`config.mk`:
```
export PLATFORM = sky130hd
export DESIGN_NAME = tri_port_regfile
export DESIGN_NICKNAME = d
export VERILOG_FILES = /design/src/rtl/regfile_pkg.sv /design/src/rtl/rf_wr_decode.sv /design/src/rtl/rf_storage.sv /design/src/rtl/rf_read_port.sv /design/src/rtl/tri_port_regfile.sv
export SDC_FILE = /design/constraint.sdc
export NUM_CORES = 1
export LEC_CHECK = 0
export ABC_AREA = 1
export CORE_ASPECT_RATIO = 1.2
export CORE_UTILIZATION = 50
export DETAILED_ROUTE_END_ITERATION = 7
export GPL_ROUTABILITY_DRIVEN = 0
export PLACE_DENSITY = 0.67
export SETUP_SLACK_MARGIN = 0.02
export SYNTH_ARGS = -nofsm -noshare
export SYNTH_HDL_FRONTEND = slang
export SYNTH_SLANG_ARGS = --single-unit
```
`constraint.sdc`:
```
create_clock -name clk -period 1.75 [get_ports clk]
set_clock_uncertainty 0.05 [all_clocks]
set_input_delay 0.35 -clock clk [delete_from_list [all_inputs] [get_ports clk]]
set_output_delay 0.35 -clock clk [all_outputs]
set_load 0.1 [all_outputs]
```
`src/rtl/regfile_pkg.sv`:
```
package regfile_pkg;

    localparam int DEF_DATA_W   = 32;
    localparam int DEF_ID_W     = 4;
    localparam int DEF_NUM_REGS = 8;

    // Architectural register names; GPR_NONE is the no-access code
    typedef enum logic [DEF_ID_W-1:0] {
        GPR0     = 4'd0,
        GPR1     = 4'd1,
        GPR2     = 4'd2,
        GPR3     = 4'd3,
        GPR4     = 4'd4,
        GPR5     = 4'd5,
        GPR6     = 4'd6,
        GPR7     = 4'd7,
        GPR_NONE = 4'd8
    } gpr_id_e;

endpackage

```
`src/rtl/rf_wr_decode.sv`:
```
module rf_wr_decode #(
    parameter int ID_W     = regfile_pkg::DEF_ID_W,
    parameter int NUM_REGS = regfile_pkg::DEF_NUM_REGS
) (
    input  logic                clk,
    input  logic                rst_n,
    input  logic [ID_W-1:0]     wr_id,
    output logic [NUM_REGS-1:0] wr_en
);

    localparam logic [ID_W-1:0] FIRST_BAD_ID = ID_W'(NUM_REGS);

    always_comb begin
        wr_en = '0;
        for (int i = 0; i < NUM_REGS; i++) begin
            if (wr_id == ID_W'(i)) begin
                wr_en[i] = 1'b1;
            end
        end
    end


    ignore_id_chk: assert property (@(posedge clk) disable iff (!rst_n)
        (wr_id >= FIRST_BAD_ID) |-> (wr_en == '0));


    single_target_chk: assert property (@(posedge clk) disable iff (!rst_n)
        (wr_id < FIRST_BAD_ID) |-> ($countones(wr_en) == 1));

endmodule

```
`src/rtl/rf_storage.sv`:
```
module rf_storage #(
    parameter int DATA_W   = regfile_pkg::DEF_DATA_W,
    parameter int NUM_REGS = regfile_pkg::DEF_NUM_REGS
) (
    input  logic                              clk,
    input  logic                              rst_n,
    input  logic [NUM_REGS-1:0]               wr_en,
    input  logic [DATA_W-1:0]                 wr_data,
    output logic [NUM_REGS-1:0][DATA_W-1:0]   bank
);

    typedef struct packed {
        logic [NUM_REGS-1:0][DATA_W-1:0] regs;
    } bank_t;

    bank_t st_d;
    bank_t st_q;

    always_comb begin
        st_d = st_q;
        if (!rst_n) begin
            st_d.regs = '0;
        end else begin
            for (int i = 0; i < NUM_REGS; i++) begin
                if (wr_en[i]) begin
                    st_d.regs[i] = wr_data;
                end
            end
        end
    end

    always_ff @(posedge clk) begin
        st_q <= st_d;
    end

    assign bank = st_q.regs;


    reset_clear_chk: assert property (@(posedge clk)
        !rst_n |=> (bank == '0));

    for (genvar g = 0; g < NUM_REGS; g++) begin : g_reg_chk

        wr_lands_chk: assert property (@(posedge clk) disable iff (!rst_n)
            wr_en[g] |=> (bank[g] == $past(wr_data)));

        untouched_stable_chk: assert property (@(posedge clk) disable iff (!rst_n)
            !wr_en[g] |=> $stable(bank[g]));
    end

endmodule

```
`src/rtl/rf_read_port.sv`:
```
module rf_read_port #(
    parameter int DATA_W   = regfile_pkg::DEF_DATA_W,
    parameter int ID_W     = regfile_pkg::DEF_ID_W,
    parameter int NUM_REGS = regfile_pkg::DEF_NUM_REGS
) (
    input  logic [NUM_REGS-1:0][DATA_W-1:0] bank,
    input  logic [ID_W-1:0]                 rd_id,
    output logic [DATA_W-1:0]               rd_data
);

    always_comb begin
        rd_data = '0;
        for (int i = 0; i < NUM_REGS; i++) begin
            if (rd_id == ID_W'(i)) begin
                rd_data = bank[i];
            end
        end
    end

endmodule

```
`src/rtl/tri_port_regfile.sv`:
```
module tri_port_regfile #(
    parameter int DATA_W   = regfile_pkg::DEF_DATA_W,
    parameter int ID_W     = regfile_pkg::DEF_ID_W,
    parameter int NUM_REGS = regfile_pkg::DEF_NUM_REGS
) (
    input  logic              clk,
    input  logic              rst_n,
    input  logic [ID_W-1:0]   rd_a_id,
    output logic [DATA_W-1:0] rd_a_data,
    input  logic [ID_W-1:0]   rd_b_id,
    output logic [DATA_W-1:0] rd_b_data,
    input  logic [ID_W-1:0]   wr_id,
    input  logic [DATA_W-1:0] wr_data
);

    localparam int              NUM_RD       = 2;
    localparam logic [ID_W-1:0] FIRST_BAD_ID = ID_W'(NUM_REGS);

    logic [NUM_REGS-1:0]             wr_en;
    logic [NUM_REGS-1:0][DATA_W-1:0] bank;
    logic [NUM_RD-1:0][ID_W-1:0]     rd_ids;
    logic [NUM_RD-1:0][DATA_W-1:0]   rd_vals;

    rf_wr_decode #(
        .ID_W     (ID_W),
        .NUM_REGS (NUM_REGS)
    ) u_wr_decode (
        .clk   (clk),
        .rst_n (rst_n),
        .wr_id (wr_id),
        .wr_en (wr_en)
    );

    rf_storage #(
        .DATA_W   (DATA_W),
        .NUM_REGS (NUM_REGS)
    ) u_storage (
        .clk     (clk),
        .rst_n   (rst_n),
        .wr_en   (wr_en),
        .wr_data (wr_data),
        .bank    (bank)
    );

    assign rd_ids[0] = rd_a_id;
    assign rd_ids[1] = rd_b_id;

    for (genvar p = 0; p < NUM_RD; p++) begin : g_rd
        rf_read_port #(
            .DATA_W   (DATA_W),
            .ID_W     (ID_W),
            .NUM_REGS (NUM_REGS)
        ) u_rd (
            .bank    (bank),
            .rd_id   (rd_ids[p]),
            .rd_data (rd_vals[p])
        );
    end

    assign rd_a_data = rd_vals[0];
    assign rd_b_data = rd_vals[1];


    rd_a_none_zero_chk: assert property (@(posedge clk) disable iff (!rst_n)
        (rd_a_id >= FIRST_BAD_ID) |-> (rd_a_data == '0));


    rd_b_none_zero_chk: assert property (@(posedge clk) disable iff (!rst_n)
        (rd_b_id >= FIRST_BAD_ID) |-> (rd_b_data == '0));


    rd_after_wr_chk: assert property (@(posedge clk) disable iff (!rst_n)
        (wr_id < FIRST_BAD_ID) |=>
            ((rd_a_id != $past(wr_id)) || (rd_a_data == $past(wr_data))));


    same_reg_match_chk: assert property (@(posedge clk) disable iff (!rst_n)
        (rd_a_id == rd_b_id) |-> (rd_a_data == rd_b_data));

endmodule

```
==> results of run 1 <==
[worst register-to-register path, cell delays in order (launching register included)]
cell and delay (ps):
dfxtp_1 300, inv_1 310, a21oi_1 150
[cells by family (layout without fill, tap and decap cells)]
family                 after synthesis  in the layout
AO/OA/AOI/OAI                      303            303
other                                0              1
flip-flops                         256            256
AND/OR/NAND/NOR                   1187           1187
buffers and inverters              219            422
[metal layers]
metal / global-route usage / up-vias / part of all wire
met5: 0 / - / 0.00031
met4: 0.232 / 2 / 0.063
met3: 0.0683 / 305 / 0.12
met2: 0.663 / 1163 / 0.46
met1: 0.478 / 7107 / 0.36
li1: - / 6910 / -
[power by group]
group	leakage, nW	total (mW)	switching, mW	internal, mW
sequential	2.09	6.20	0.168	6.04
clock	0.525	6.84	2.61	4.23
combinational	4.65	2.54	1.55	0.988
total	7.26	15.6	4.33	11.3
[timing repair]
| item | in CTS | in global routing |
|---|---|---|
| pin swaps | 160 | 141 |
| cloned | 22 | 6 |
| endpoints found under the setup margin | 64 | 64 |
| gates resized for setup | 255 | 113 |
| buffers inserted | 28 | 13 |
[through the flow]
stage | cell area [sq um] | hold slack, ps
after detailed placement | 15800 | 408
final | 18900 | 166
after floorplan | 12900 | 394
after global placement | 15800 | 402
after CTS | 18400 | 150
after global routing | 18900 | 167
[cell type report]
class,count,area [sq um],area share
flip-flops and latches,256,5140,0.271
multi-input cells,1490,7570,0.400
repair buffers,299,4450,0.235
well taps,325,407,0.0215
clock inverters,18,282,0.0149
diodes,1,2.50,0.000132
inverters,71,294,0.0155
clock buffers,34,785,0.0414
[layout by cell type (no fill, tap or decap), drive strengths merged]
cell and count:
nor2 582, clkdlybuf4s50 36, o21ai 257, bufinv 7
buf 257, clkbuf 40, nand3 256, clkinv 10
clkinvlp 2, a21oi 46, dfxtp 256, nand2 232
or2 1, nor3 4, diode 1, nand4 112
inv 70
[worst paths after layout]
path / from / to / slack [ps] / depth (start not counted)
worst min-delay path: rst_n / u_storage.bank[165] / 170 / 3
worst min register to register: u_storage.bank[191] / u_storage.bank[191] / 420 / 2
worst max register to register: u_storage.bank[140] / u_storage.bank[140] / 800 / 2
worst max-delay path: u_storage.bank[140] / rd_a_data[12] / -610 / 7
==> flow_metrics.env, run 1 <==
export IMPL_outcome="finished, violations left"
export IMPL_violations="DRC, setup timing"
export IMPL_num_vias=15500
export IMPL_grt_first_pass_wirelength_microns=79800
export IMPL_die_x_microns=147
export IMPL_dieArea_sq_um=25800
export IMPL_tightest_slew_ps=413
export IMPL_syn_avg_cell_area_sq_um=6.41
export IMPL_crit_chain="inv_1, nor2_4, nor2_1, nand3_1, nand2_2, nand3_4, buf_12"
export IMPL_synthFlopType="dfxtp_1"
export IMPL_powerDensity_nw_per_um2=823
export IMPL_maxCapViolCount=0
export IMPL_area_growth_pct=50.3
export IMPL_ant_nets=0
export IMPL_synth_area_leader_cell="dfxtp_1"
export IMPL_io_pins=110
export IMPL_synth_compound_area_frac=0.120
export IMPL_drt_iter0_markers=1884
export IMPL_yosysWarnings=0
export IMPL_h_tree_depth=1
export IMPL_largest_register_ffs=256
export IMPL_synth_common_cells="nor2_1, o21ai_0, dfxtp_1, nand3_1, nand2_1"
export IMPL_vias_per_cell=6.21
export IMPL_synth_nets=2011
export IMPL_crit_fanout=3
export IMPL_finalSetupViolations=64
export IMPL_ir_worst_vdd_mv=0.823
export IMPL_grt_overflow=0
export IMPL_synthSimpleGateAreaFrac=0.403
export IMPL_clk_latency_ps=550
export IMPL_synth_xor_area_frac=0
export IMPL_async_flop_share=0
export IMPL_cts_tree="done"
export IMPL_syn_area_sq_um=12600
export IMPL_drt_pass1_iterations=8
export IMPL_track_usage=0.397
export IMPL_total_power_mw=15.6
export IMPL_synth_top_area_frac=0.407
export IMPL_dp_cells=2383
export IMPL_drc=1
export IMPL_die_h_microns=176
export IMPL_routed_wl_microns=54700
export IMPL_holdBufCountCts=0
export IMPL_wl_per_cell_microns=21.9
export IMPL_cp_top_family="simple AND/OR/NAND/NOR gates"
export IMPL_cpMaxStageDelayCell="inv_1"
export IMPL_ys_seq_elements=256
export IMPL_synthDistinctLibCells=18
export IMPL_worst_ep_arrival_time_ps=1960
export IMPL_start_util=0.509
export IMPL_port_buffers=109
export IMPL_clockBufferDepth=3
export IMPL_final_util=0.765
export IMPL_cts_buffers=29
export IMPL_fin_crit_ps=2360
export IMPL_yosysMostFrequentCell="nor2_1"
export IMPL_drive_above_1_share=0.242
export IMPL_coreArea_sq_um=24800
export IMPL_max_stage_delay_ps=310
export IMPL_synth_mux_area_frac=0
export IMPL_synth_edf_count=0
export IMPL_fin_ws_ps=-606
export IMPL_slew_headroom=0.725
export IMPL_syn_inst=1965
export IMPL_synth_seq_area_share=0.407
export IMPL_grt_max_degree=52
export IMPL_hpwl_microns=30200
export IMPL_dp_slack_ps=-847
export IMPL_synth_adder_area_share=0
export IMPL_instances_no_fill=2494
export IMPL_clkSlewWorstSetupHoldPaths_ps=70
export IMPL_finalHoldViolations=0
export IMPL_min_path_type="in -> reg"
export IMPL_start_kind="flop"
export IMPL_synth_top_family_by_area="simple AND/OR/NAND/NOR gates"
export IMPL_fill_cells=1770
export IMPL_timing_fmax_mhz=424
export IMPL_cts_sinks=256
export IMPL_root_buffer="clkbuf_16"
export IMPL_fp_row_count=63
export IMPL_netlist_top_cells_area="dfxtp_1, nor2_1, o21ai_0"
export IMPL_grt_pass1_vias=14600
export IMPL_crit_path_end_kind="primary output"
export IMPL_crit_type="reg -> out"
export IMPL_cp_required_ps=1350
export IMPL_rsz0062_at_grt="true"
export IMPL_nets=2193
export IMPL_drv_slew=0
export IMPL_antenna_found_initial=1
export IMPL_finalCritPeriodShare=1.35
export IMPL_power_leakage_nw=7.26
export IMPL_setup_tns_ps=-22090
export IMPL_path_buf_inv=2
No activity file was read; power rests on OpenSTA's default activity.
==> inputs of run 2 (changes only) <==
Settings changed: CORE_UTILIZATION 50 to 58, PLACE_DENSITY 0.67 to 0.79, SLEW_MARGIN from default to 25.
==> flow_metrics.env, run 2 <==
export IMPL_outcome="aborted with a tool error"
export IMPL_lastStage="global routing (5_1_grt)"
export IMPL_tool_error="[ERROR GRT-0232] Routing congestion too high. Check the congestion heatmap in the GUI."
export IMPL_synth_top_area_frac=0.407
export IMPL_hpwl_microns=29100
export IMPL_synth_common_cells="nor2_1, o21ai_0, dfxtp_1, nand3_1, nand2_1"
export IMPL_die_x_microns=137
export IMPL_root_buffer="clkbuf_16"
export IMPL_netlist_top_cells_area="dfxtp_1, nor2_1, o21ai_0"
export IMPL_async_flop_share=0
export IMPL_synth_area_leader_cell="dfxtp_1"
export IMPL_fp_row_count=58
export IMPL_synth_nets=2011
export IMPL_syn_inst=1965
export IMPL_synthDistinctLibCells=18
export IMPL_worst_ep_kind="output port"
export IMPL_placed_area_sq_um=15800
export IMPL_ys_seq_elements=256
export IMPL_h_tree_depth=1
export IMPL_cts_buffers=26
export IMPL_syn_avg_cell_area_sq_um=6.41
export IMPL_io_pins=110
export IMPL_port_buffers=109
export IMPL_worst_endpoint="rd_b_data[1]"
export IMPL_cts_sinks=256
export IMPL_track_usage=0.919
export IMPL_yosysMostFrequentCell="nor2_1"
export IMPL_synthFlopType="dfxtp_1"
export IMPL_grt_overflow=374
export IMPL_syn_area_sq_um=12600
export IMPL_synth_seq_area_share=0.407
export IMPL_die_h_microns=163
export IMPL_dp_slack_ps=-864
export IMPL_yosysWarnings=0
export IMPL_synth_edf_count=0
export IMPL_holdBufCountCts=0
export IMPL_clockBufferDepth=3
export IMPL_start_util=0.596
export IMPL_dp_cells=2328
export IMPL_grt_max_degree=65
-- run 2: cell counts after synthesis --
Identical to the previous run, type by type.
-- run 2: logic make-up after synthesis --
group | share of synthesized area
and+or+nand+nor | 0.403
DFF | 0.407
buffers and inverters | 0.0698
AOI/OAI and AO/OA | 0.120
-- run 2: timing repair --
action | 4_1_cts
gates cloned | 25
endpoints found under the hold margin | 0
pin swaps | 147
setup endpoints to repair | 64
setup buffers | 38
gates resized for setup | 382
-- run 2: through the flow --
step                      hold WS, ps   util
after floorplan                   394      -
after global placement            404  0.749
after detailed placement          410  0.749
after CTS                         158  0.892
-- run 2: layer usage --
metal | GRT usage | overflow
met1 | 0.894 | 23
met2 | 1.02 | 200
met3 | 0.843 | 26
met4 | 0.944 | 118
met5 | 0.676 | 7
==> inputs of run 3 (changes only) <==
Settings changed: CORE_ASPECT_RATIO 1.2 to default, CORE_UTILIZATION 58 to 40, PLACE_DENSITY 0.79 to default, PLACE_DENSITY_LB_ADDON from default to 0.15, SETUP_SLACK_MARGIN 0.02 to default.
==> flow_metrics.env, run 3 (synthesized netlist as in run 1, its figures left out) <==
export IMPL_outcome="finished, violations left"
export IMPL_violations="DRC, setup timing"
export IMPL_cp_top_family="buffers and inverters"
export IMPL_finalHoldViolations=0
export IMPL_hpwl_microns=30000
export IMPL_grt_first_pass_wirelength_microns=79200
export IMPL_wl_per_cell_microns=20.6
export IMPL_num_vias=14600
export IMPL_finalCritPeriodShare=1.20
export IMPL_final_area_sq_um=18500
export IMPL_slew_headroom=0.761
export IMPL_cp_common_cell="nand4_1"
export IMPL_rsz0062_at_grt="true"
export IMPL_start_util=0.410
export IMPL_grt_max_degree=69
export IMPL_swShare=0.286
export IMPL_crit_type="in -> out"
export IMPL_dp_slack_ps=-897
export IMPL_clockBufferDepth=3
export IMPL_min_path_cells=3
export IMPL_n_antenna_cell=0
export IMPL_maxCapViolCount=0
export IMPL_cts_tree="done"
export IMPL_whs_ps=108
export IMPL_area_growth_pct=47.1
export IMPL_power_leakage_nw=7.14
export IMPL_placed_area_sq_um=15800
export IMPL_drc=14
export IMPL_crit_path_end_kind="primary output"
export IMPL_cpMaxStageDelayCell="buf_12"
export IMPL_seqPwrFrac=0.431
export IMPL_crit_chain="buf_8, nor2_4, buf_6, buf_4, clkbuf_16, nand3_1, nand4_1, nor2_1, nand4_1, buf_12"
export IMPL_final_util=0.602
export IMPL_max_stage_delay_ps=190
export IMPL_total_power_mw=14.4
export IMPL_tightest_slew_ps=358
export IMPL_clkSlewWorstSetupHoldPaths_ps=60
export IMPL_cp_required_ps=1350
export IMPL_min_path_type="in -> reg"
export IMPL_crit_fanout=6
export IMPL_root_buffer="clkbuf_16"
export IMPL_drt_pass1_iterations=8
export IMPL_grt_pass1_vias=13500
export IMPL_layout_common_cells="nor2_1, o21ai_0, dfxtp_1"
export IMPL_powerDensity_nw_per_um2=776
export IMPL_h_tree_depth=1
export IMPL_cts_sinks=256
export IMPL_port_buffers=109
export IMPL_track_usage=0.315
export IMPL_drv_slew=0
export IMPL_multi_input_area_sq_um=7450
export IMPL_clk_latency_ps=550
export IMPL_io_pins=110
export IMPL_ant_nets=0
export IMPL_crit_cells=10
export IMPL_coreArea_sq_um=30700
export IMPL_timing_fmax_mhz=476
export IMPL_vias_per_cell=5.73
export IMPL_clkPwrFrac=0.401
export IMPL_seq_area_sq_um=5180
export IMPL_dieArea_sq_um=32200
export IMPL_fill_cells=2771
export IMPL_setup_tns_ps=-18540
export IMPL_nets=2172
export IMPL_power_switching_mw=4.12
export IMPL_drt_iter0_markers=1412
export IMPL_fin_crit_ps=2100
export IMPL_mostFrequentLayoutCell="nor2_1"
export IMPL_pwr_share_comb=0.168
export IMPL_path_buf_inv=5
export IMPL_die_h_microns=179
export IMPL_dp_cells=2444
export IMPL_ir_worst_vdd_mv=0.707
export IMPL_antenna_found_initial=0
export IMPL_cts_buffers=29
export IMPL_grt_overflow=0
export IMPL_power_internal_mw=10.3
export IMPL_largest_register_ffs=256
export IMPL_routed_wl_microns=52400
export IMPL_holdBufCountCts=0
export IMPL_drive_above_1_share=0.234
export IMPL_finalSetupViolations=64
export IMPL_instances_no_fill=2541
export IMPL_start_kind="input pin"
export IMPL_fp_row_count=64
export IMPL_r2r_cells=3
export IMPL_fin_ws_ps=-349
export IMPL_die_x_microns=179
export IMPL_worst_ep_arrival_time_ps=1700
## run 3: worst register-to-register path, stage by stage (launching register included)
cell     delay [ps]
dfxtp_2         320
buf_4           130
o21ai_0         160
nor2_1           60
## run 3: cell type report
cell class | count | area share
clock inverter | 5 | 0.00169
timing repair inverter | 1 | 0.000338
multi-input combinational | 1490 | 0.402
timing repair buffer | 277 | 0.228
inverter | 71 | 0.0156
clock buffer | 45 | 0.0457
sequential | 256 | 0.280
tap | 396 | 0.0267
## run 3: power by group through the flow
stage          sequential [mW]  clock, mW  combinational [mW]
2_1_floorplan             6.26          0                1.12
3_3_place_gp              6.29          0                2.00
3_5_place_dp              6.30          0                2.02
4_1_cts                   6.18       5.82                2.31
5_1_grt                   6.22       6.04                2.53
6_report                  6.20       5.77                2.41
## run 3: final timing paths
path / start / to / slack [ps]
worst max-delay path: rd_b_id[2] / rd_b_data[29] / -350
worst min-delay path: rst_n / u_storage.bank[219] / 110
worst max register to register: u_storage.bank[117] / u_storage.bank[117] / 920
worst min register to register: u_storage.bank[172] / u_storage.bank[172] / 420
## run 3: routing by layer
metal,GRT usage,vias to the layer above,part of all wire
met3,0.0480,200,0.087
met4,0.174,0,0.058
li1,-,6867,-
met2,0.532,726,0.47
met1,0.384,6760,0.38
met5,0,-,0
## run 3: what timing repair did
action	CTS	global route
gates cloned	18	3
setup endpoints to repair	64	64
gates resized for setup	263	98
buffers inserted	25	5
pin swaps	116	72
